**src/rtl/irq_status_pkg.sv**
```systemverilog
package irq_status_pkg;

  localparam int unsigned IRQ_DATA_W   = 32;
  localparam int unsigned IRQ_ADDR_W   = 12;
  localparam int unsigned IRQ_NSRC     = 3;
  localparam int unsigned IRQ_CNT_W    = 24;
  localparam int unsigned IRQ_CNT_LSB  = 8;
  localparam int unsigned IRQ_ARM_BIT  = 3;
  localparam logic [IRQ_ADDR_W-1:0] IRQ_REG_ADDR = 12'h980;

  typedef enum int unsigned {
    SRC_SERIAL = 0,
    SRC_TIMER  = 1,
    SRC_AUDIO  = 2
  } irq_src_e;

endpackage

```
**src/rtl/irq_tick_counter.sv**
```systemverilog
module irq_tick_counter #(
  parameter int unsigned CNT_W = 24
) (
  input  logic             clk,
  input  logic             rst_n,
  input  logic             tick_i,
  output logic [CNT_W-1:0] cnt_o
);

  logic [CNT_W-1:0] cnt_q;
  logic [CNT_W-1:0] cnt_d;
  logic             cnt_en;

  always_comb begin
    cnt_en = tick_i;
    cnt_d  = cnt_q + {{(CNT_W-1){1'b0}}, 1'b1};
  end

  always_ff @(posedge clk or negedge rst_n) begin
    if (!rst_n) begin
      cnt_q <= '0;
    end else if (cnt_en) begin
      cnt_q <= cnt_d;
    end
  end

  assign cnt_o = cnt_q;

  // one step per tick cycle (modulo width covers R4)
  a_r3_tick_step: assert property (@(posedge clk) disable iff (!rst_n)
    tick_i |=> (cnt_q == $past(cnt_q) + {{(CNT_W-1){1'b0}}, 1'b1}));

  // no tick, no change
  a_r3_hold: assert property (@(posedge clk) disable iff (!rst_n)
    !tick_i |=> $stable(cnt_q));

  // all ones goes to zero
  a_r4_wrap: assert property (@(posedge clk) disable iff (!rst_n)
    (tick_i && (&cnt_q)) |=> (cnt_q == '0));

endmodule

```
**src/rtl/irq_pending_bank.sv**
```systemverilog
module irq_pending_bank #(
  parameter int unsigned NSRC = 3
) (
  input  logic            clk,
  input  logic            rst_n,
  input  logic [NSRC-1:0] set_i,
  input  logic [NSRC-1:0] clr_i,
  output logic [NSRC-1:0] pend_o
);

  logic [NSRC-1:0] pend_q;
  logic [NSRC-1:0] pend_d;

  for (genvar k = 0; k < NSRC; k++) begin : g_src
    // set has priority so a request coinciding with a clear is kept
    always_comb begin
      pend_d[k] = set_i[k] | (pend_q[k] & ~clr_i[k]);
    end

    always_ff @(posedge clk or negedge rst_n) begin
      if (!rst_n) begin
        pend_q[k] <= 1'b0;
      end else begin
        pend_q[k] <= pend_d[k];
      end
    end

    // a request always lands
    a_r5_req_sets: assert property (@(posedge clk) disable iff (!rst_n)
      set_i[k] |=> pend_q[k]);

    // a lone clear empties the flag
    a_r6_clear: assert property (@(posedge clk) disable iff (!rst_n)
      (clr_i[k] && !set_i[k]) |=> !pend_q[k]);

    // without set or clear the flag holds
    a_r10_hold: assert property (@(posedge clk) disable iff (!rst_n)
      (!clr_i[k] && !set_i[k]) |=> $stable(pend_q[k]));
  end

  assign pend_o = pend_q;

endmodule

```
**src/rtl/irq_arm_ctrl.sv**
```systemverilog
module irq_arm_ctrl (
  input  logic clk,
  input  logic rst_n,
  input  logic arm_set_i,
  input  logic fire_i,
  output logic arm_o
);

  logic arm_q;
  logic arm_d;

  // taking the interrupt wins over a coincident arm write
  always_comb begin
    if (fire_i) begin
      arm_d = 1'b0;
    end else if (arm_set_i) begin
      arm_d = 1'b1;
    end else begin
      arm_d = arm_q;
    end
  end

  always_ff @(posedge clk or negedge rst_n) begin
    if (!rst_n) begin
      arm_q <= 1'b0;
    end else begin
      arm_q <= arm_d;
    end
  end

  assign arm_o = arm_q;

  // the arm flag drops after the line fires
  a_r9_disarm: assert property (@(posedge clk) disable iff (!rst_n)
    fire_i |=> !arm_q);

  // an arm write takes effect
  a_r7_arm: assert property (@(posedge clk) disable iff (!rst_n)
    (arm_set_i && !fire_i) |=> arm_q);

endmodule

```
**src/rtl/irq_status_reg.sv**
```systemverilog
module irq_status_reg
  import irq_status_pkg::*;
#(
  parameter int unsigned DATA_W  = IRQ_DATA_W,
  parameter int unsigned ADDR_W  = IRQ_ADDR_W,
  parameter int unsigned NSRC    = IRQ_NSRC,
  parameter int unsigned CNT_W   = IRQ_CNT_W,
  parameter int unsigned CNT_LSB = IRQ_CNT_LSB,
  parameter int unsigned ARM_BIT = IRQ_ARM_BIT,
  parameter logic [ADDR_W-1:0] REG_ADDR = IRQ_REG_ADDR
) (
  input  logic              clk,
  input  logic              rst_n,
  input  logic              tick_i,
  input  logic [NSRC-1:0]   irq_req_i,
  input  logic              bus_sel_i,
  input  logic              bus_we_i,
  input  logic [ADDR_W-1:0] bus_addr_i,
  input  logic [DATA_W-1:0] bus_wdata_i,
  output logic [DATA_W-1:0] bus_rdata_o,
  output logic              cpu_irq_o
);

  // reset: asserted asynchronously, released on the clock
  logic rst_meta_q;
  logic rst_sync_q;

  always_ff @(posedge clk or negedge rst_n) begin
    if (!rst_n) begin
      rst_meta_q <= 1'b0;
      rst_sync_q <= 1'b0;
    end else begin
      rst_meta_q <= 1'b1;
      rst_sync_q <= rst_meta_q;
    end
  end

  // bus decode
  logic            addr_hit;
  logic            wr_hit;
  logic            rd_hit;
  logic [NSRC-1:0] clr_mask;
  logic            arm_set;
  logic            unused_wdata;

  always_comb begin
    addr_hit = bus_sel_i && (bus_addr_i == REG_ADDR);
    wr_hit   = addr_hit && bus_we_i;
    rd_hit   = addr_hit && !bus_we_i;
    clr_mask = wr_hit ? bus_wdata_i[NSRC-1:0] : '0;
    arm_set  = wr_hit && bus_wdata_i[ARM_BIT];
  end

  assign unused_wdata = ^bus_wdata_i;

  // state
  logic [CNT_W-1:0] tick_cnt;
  logic [NSRC-1:0]  pend;
  logic             armed;
  logic             irq_fire;

  irq_tick_counter #(
    .CNT_W (CNT_W)
  ) u_cnt (
    .clk    (clk),
    .rst_n  (rst_sync_q),
    .tick_i (tick_i),
    .cnt_o  (tick_cnt)
  );

  irq_pending_bank #(
    .NSRC (NSRC)
  ) u_pend (
    .clk    (clk),
    .rst_n  (rst_sync_q),
    .set_i  (irq_req_i),
    .clr_i  (clr_mask),
    .pend_o (pend)
  );

  irq_arm_ctrl u_arm (
    .clk       (clk),
    .rst_n     (rst_sync_q),
    .arm_set_i (arm_set),
    .fire_i    (irq_fire),
    .arm_o     (armed)
  );

  assign irq_fire  = armed && (|pend);
  assign cpu_irq_o = irq_fire;

  // read word assembly
  logic [DATA_W-1:0] word;

  always_comb begin
    word = '0;
    word[CNT_LSB +: CNT_W] = tick_cnt;
    word[NSRC-1:0]         = pend;
  end

  assign bus_rdata_o = rd_hit ? word : '0;

  // the line is a single-cycle pulse per arming
  a_r9_one_pulse: assert property (@(posedge clk) disable iff (!rst_sync_q)
    cpu_irq_o |=> !cpu_irq_o);

  // a write elsewhere leaves the flags alone
  a_r7_foreign_write: assert property (@(posedge clk) disable iff (!rst_sync_q)
    (bus_sel_i && bus_we_i && (bus_addr_i != REG_ADDR) && (irq_req_i == '0))
      |=> $stable(pend));

  // the line never rises without a prior arm write or existing arm
  a_r8_needs_arm: assert property (@(posedge clk) disable iff (!rst_sync_q)
    $rose(cpu_irq_o) |-> ($past(arm_set) || $past(armed)));

endmodule

```
**config.mk**
```make
export PLATFORM = sky130hd
export DESIGN_NAME = irq_status_reg
export DESIGN_NICKNAME = d
export VERILOG_FILES = /design/src/rtl/irq_status_pkg.sv /design/src/rtl/irq_tick_counter.sv /design/src/rtl/irq_pending_bank.sv /design/src/rtl/irq_arm_ctrl.sv /design/src/rtl/irq_status_reg.sv
export SDC_FILE = /design/constraint.sdc
export NUM_CORES = 1
export LEC_CHECK = 0
export BUFFER_PORTS_ARGS = -buffer_cell sky130_fd_sc_hd__buf_2
export CAP_MARGIN = 15
export CELL_PAD_IN_SITES_DETAIL_PLACEMENT = 0
export CELL_PAD_IN_SITES_GLOBAL_PLACEMENT = 2
export CORE_MARGIN = 1.5
export CORE_UTILIZATION = 25
export CTS_CLUSTER_SIZE = 28
export DETAILED_ROUTE_END_ITERATION = 8
export PLACE_DENSITY = 0.84
export SYNTH_ARGS = -nofsm -noshare
export SYNTH_HDL_FRONTEND = slang
export SYNTH_SLANG_ARGS = --single-unit
```
**constraint.sdc**
```tcl
create_clock -name clk -period 1.7 [get_ports clk]
set_clock_uncertainty 0.15 [all_clocks]
set_input_delay 0.085 -clock clk [delete_from_list [all_inputs] [get_ports clk]]
set_output_delay 0.085 -clock clk [all_outputs]
set_load 0.005 [all_outputs]
```
==> reports/qor.txt <==
Crit path required time: 1460 ps
DRC violations left: 0
Via Count: 1,293
Ranking of synthesized cells by area: dfrtp_1 (47%), and2_1 (11%), xnor2_1 (9.9%), nand4_1 (3.1%), xor2_1 (2.7%)
HPWL after DPL: 2490 um
Routed vias/inst: 4.28
Share of layout cells above drive strength 1: 34.4%
Clock Root Buffer: clkbuf_8
Grt met3 use: 3.08%
Leakage power: 0.00112 uW
Mapped cell area: 1600 sq um
Die Wd: 82.9 um
First DRT Iteration DRCs: 24
EDFF count, synth: 0
Final Setup Violations: 0
Hold Slack: 17.8 ps
FF+latch count, synth: 30
Routed wire length: 3360 um
TritonCTS buffer count: 5
VDD IR max: 0.510 mV
# port buffers: 51
Fmax: 628 MHz
Gate power share: 17.4%
Final estimated routing congestion in global placement: 0.765
Met2 Use GR: 17.4%
Most common cell on crit path: buf_2
CP top delay family: simple AND/OR/NAND/NOR gates
Total congestion overflow: 0
First-pass DRT Iterations: 2
GRT Util Overall: 10.5%
Final TNS setup: 0 ps
GRT busiest layer: met2
Period Utilization, post-route: 93.7%
Crit path DAT: 1360 ps
Clock share of power: 33.4%
# resized after CTS: 0
# rows: 28
Syn avg cell area: 10.6 sq um
Nets: 279
Largest net degree at the start of global routing: 29
Met1 usage in global routing: 13.0%
Commonest cells post-synth: dfrtp_1 (30), and2_1 (27), xnor2_1 (18), nand4_1 (8), nor2_1 (8)
Area of the core: 6030 sq um
WS Path Type: in -> out
Worst setup SP type: input port
Count of cell types in the netlist: 31
Starting Density: 26.5%
PD cells: 804 nW/um^2
Register area share after synthesis: 47.1%
Area Growth Syn to Fin: 36.9%
Async set or reset register ratio after synthesis: 100%
Clock Sinks: 30
# H-tree levels: 2
Io pins: 85
Status: completed
Final hold viol count: 0
HP Class: in -> reg
Reg power frac: 49.2%
DP Cell Count: 285
Synth Instances: 151
First-pass GRT wire length: 5860 um
CP Max Fanout: 27
Max-Cap Viols: 0
TritonCTS clock tree: done
Clk_lat worst skew: 270 ps
Clock Path Buffers: 2
Clk slew on worst S/H paths: 60 ps
Crit-path max cell delay: 540 ps
DR WL/cell: 11.1 um
Initial antenna violation count: 0
Tmin final: 1590 ps
Critical-path top delay cell: or4_4
Post-Layout Cell Count: 302
Sw Share: 26.3%
Share of the synthesized area in the top cell type: 47.1%
Yosys warning count: 0
Die area: 6870 sq um
Top_reg_cell synth: dfrtp_1
Buf/Inv on CP: 3
Die Y: 82.9 um
Antenna viol nets, final: 0
Psw: 462 uW
Most numerous cell in the Yosys netlist: dfrtp_1
CP Capture Type: output port
RSZ-0062 raised after global routing: false
N_diodes: 0
Crit path cell chain: buf_2, or4_4, nor3_4, buf_12, and2_1, buf_2
R2R setup slack: 120 ps
Cell taking the most area after synthesis: dfrtp_1
Internal power: 1290 uW
Vias in the first global route: 1,308
Slew Limit Fails: 0
routing by layer:
| layer | vias to the layer above | wire, um | part of all wire, % |
|---|---|---|---|
| li1 | 649 | - | - |
| met1 | 609 | 1570 | 47 |
| met2 | 31 | 1580 | 47 |
| met3 | 4 | 167 | 5.0 |
| met4 | 0 | 43 | 1.3 |
| met5 | - | 0 | 0 |
worst min-delay path, cell delays in order:
cell and delay, ps:
buf_2 70, nor2b_1 130, a22o_1 130
power groups by stage:
stage	registers, uW	clock network, uW	logic [uW]
detailed placement	875	0	294
global route	874	639	348
CTS	863	615	309
global placement	874	0	288
floorplan	891	0	139
finish	864	587	304
placed cells by master (no fill, tap or decap):
cell,instances
nand2_1,7
inv_1,4
and4_1,2
or4_4,1
buf_2,51
and2b_1,1
xor2_1,5
buf_12,1
nor4_4,1
or2_1,1
and2_1,27
buf_4,12
nand4bb_1,1
nor3_1,2
nor3_2,2
dfrtp_1,30
xnor2_1,18
nand3_1,7
and3_1,3
nand4_1,8
nor2b_1,2
dlygate4sd3_1,9
nor2_1,8
ha_1,1
clkbuf_8,6
nand4b_1,1
nand4_4,1
clkbuf_1,1
mux2_2,1
a22o_1,1
nor4b_1,1
clkinv_2,1
conb_1,6
nor3_4,1
a31oi_1,3
registers in the layout, indices dropped and copies added, names as in the netlist:
register,count
u_cnt.cnt_o,24
u_pend.pend_o,3
rst_meta_q,1
rst_sync_q,1
u_arm.arm_o,1
cells by family after synthesis:
kind of cell	count (synthesis)	synth area share, %
and+or+nand+nor	77	31.5
DFF	30	47.1
xor gates and xnor gates	23	12.6
buffers and inverters	13	5.18
AOI/OAI and AO/OA	4	1.73
other	2	0.471
adders and majority gates	1	0.784
muxes	1	0.706
through the flow:
step                utilization, %  setup slack (ps)  power [uW]  area [sq um]
finish                        36.2               107        1750          2180
global route                  36.2              9.47        1860          2180
CTS                           36.2              88.7        1790          2180
detailed placement            33.2              91.1        1170          2000
global placement              33.2              83.6        1160          2000
floorplan                        -               121        1030          1610
final cells by class:
cell class | count | area (sq um)
fill | 640 | 3840
multi-input combinational | 112 | 777
sequential | 30 | 751
timing repair buffer | 73 | 455
tap | 75 | 93.8
clock buffer | 7 | 86.3
inverter | 4 | 15.0
clock inverter | 1 | 5.00
what timing repair did:
action                                 in CTS  in global routing
buffers inserted                            0                  0
hold buffers                                9                  0
endpoints found under the hold margin       8                  0
worst paths after layout:
kind,start,endpoint,depth (start not counted)
worst max-delay path,bus_addr_i[1],bus_rdata_o[10],6
worst min-delay path,bus_wdata_i[3],u_arm.arm_o$_DFFE_PN0P_,3
worst max register to register,u_cnt.cnt_o[12]$_DFFE_PN0P_,u_cnt.cnt_o[23]$_DFFE_PN0P_,5
worst min register to register,rst_sync_q$_DFF_PN0_,u_cnt.cnt_o[2]$_DFFE_PN0P_,1
max in group asynchronous,rst_n,rst_sync_q$_DFF_PN0_,3
min in group asynchronous,rst_sync_q$_DFF_PN0_,u_cnt.cnt_o[2]$_DFFE_PN0P_,1
Power figures use the tool's default switching activity.
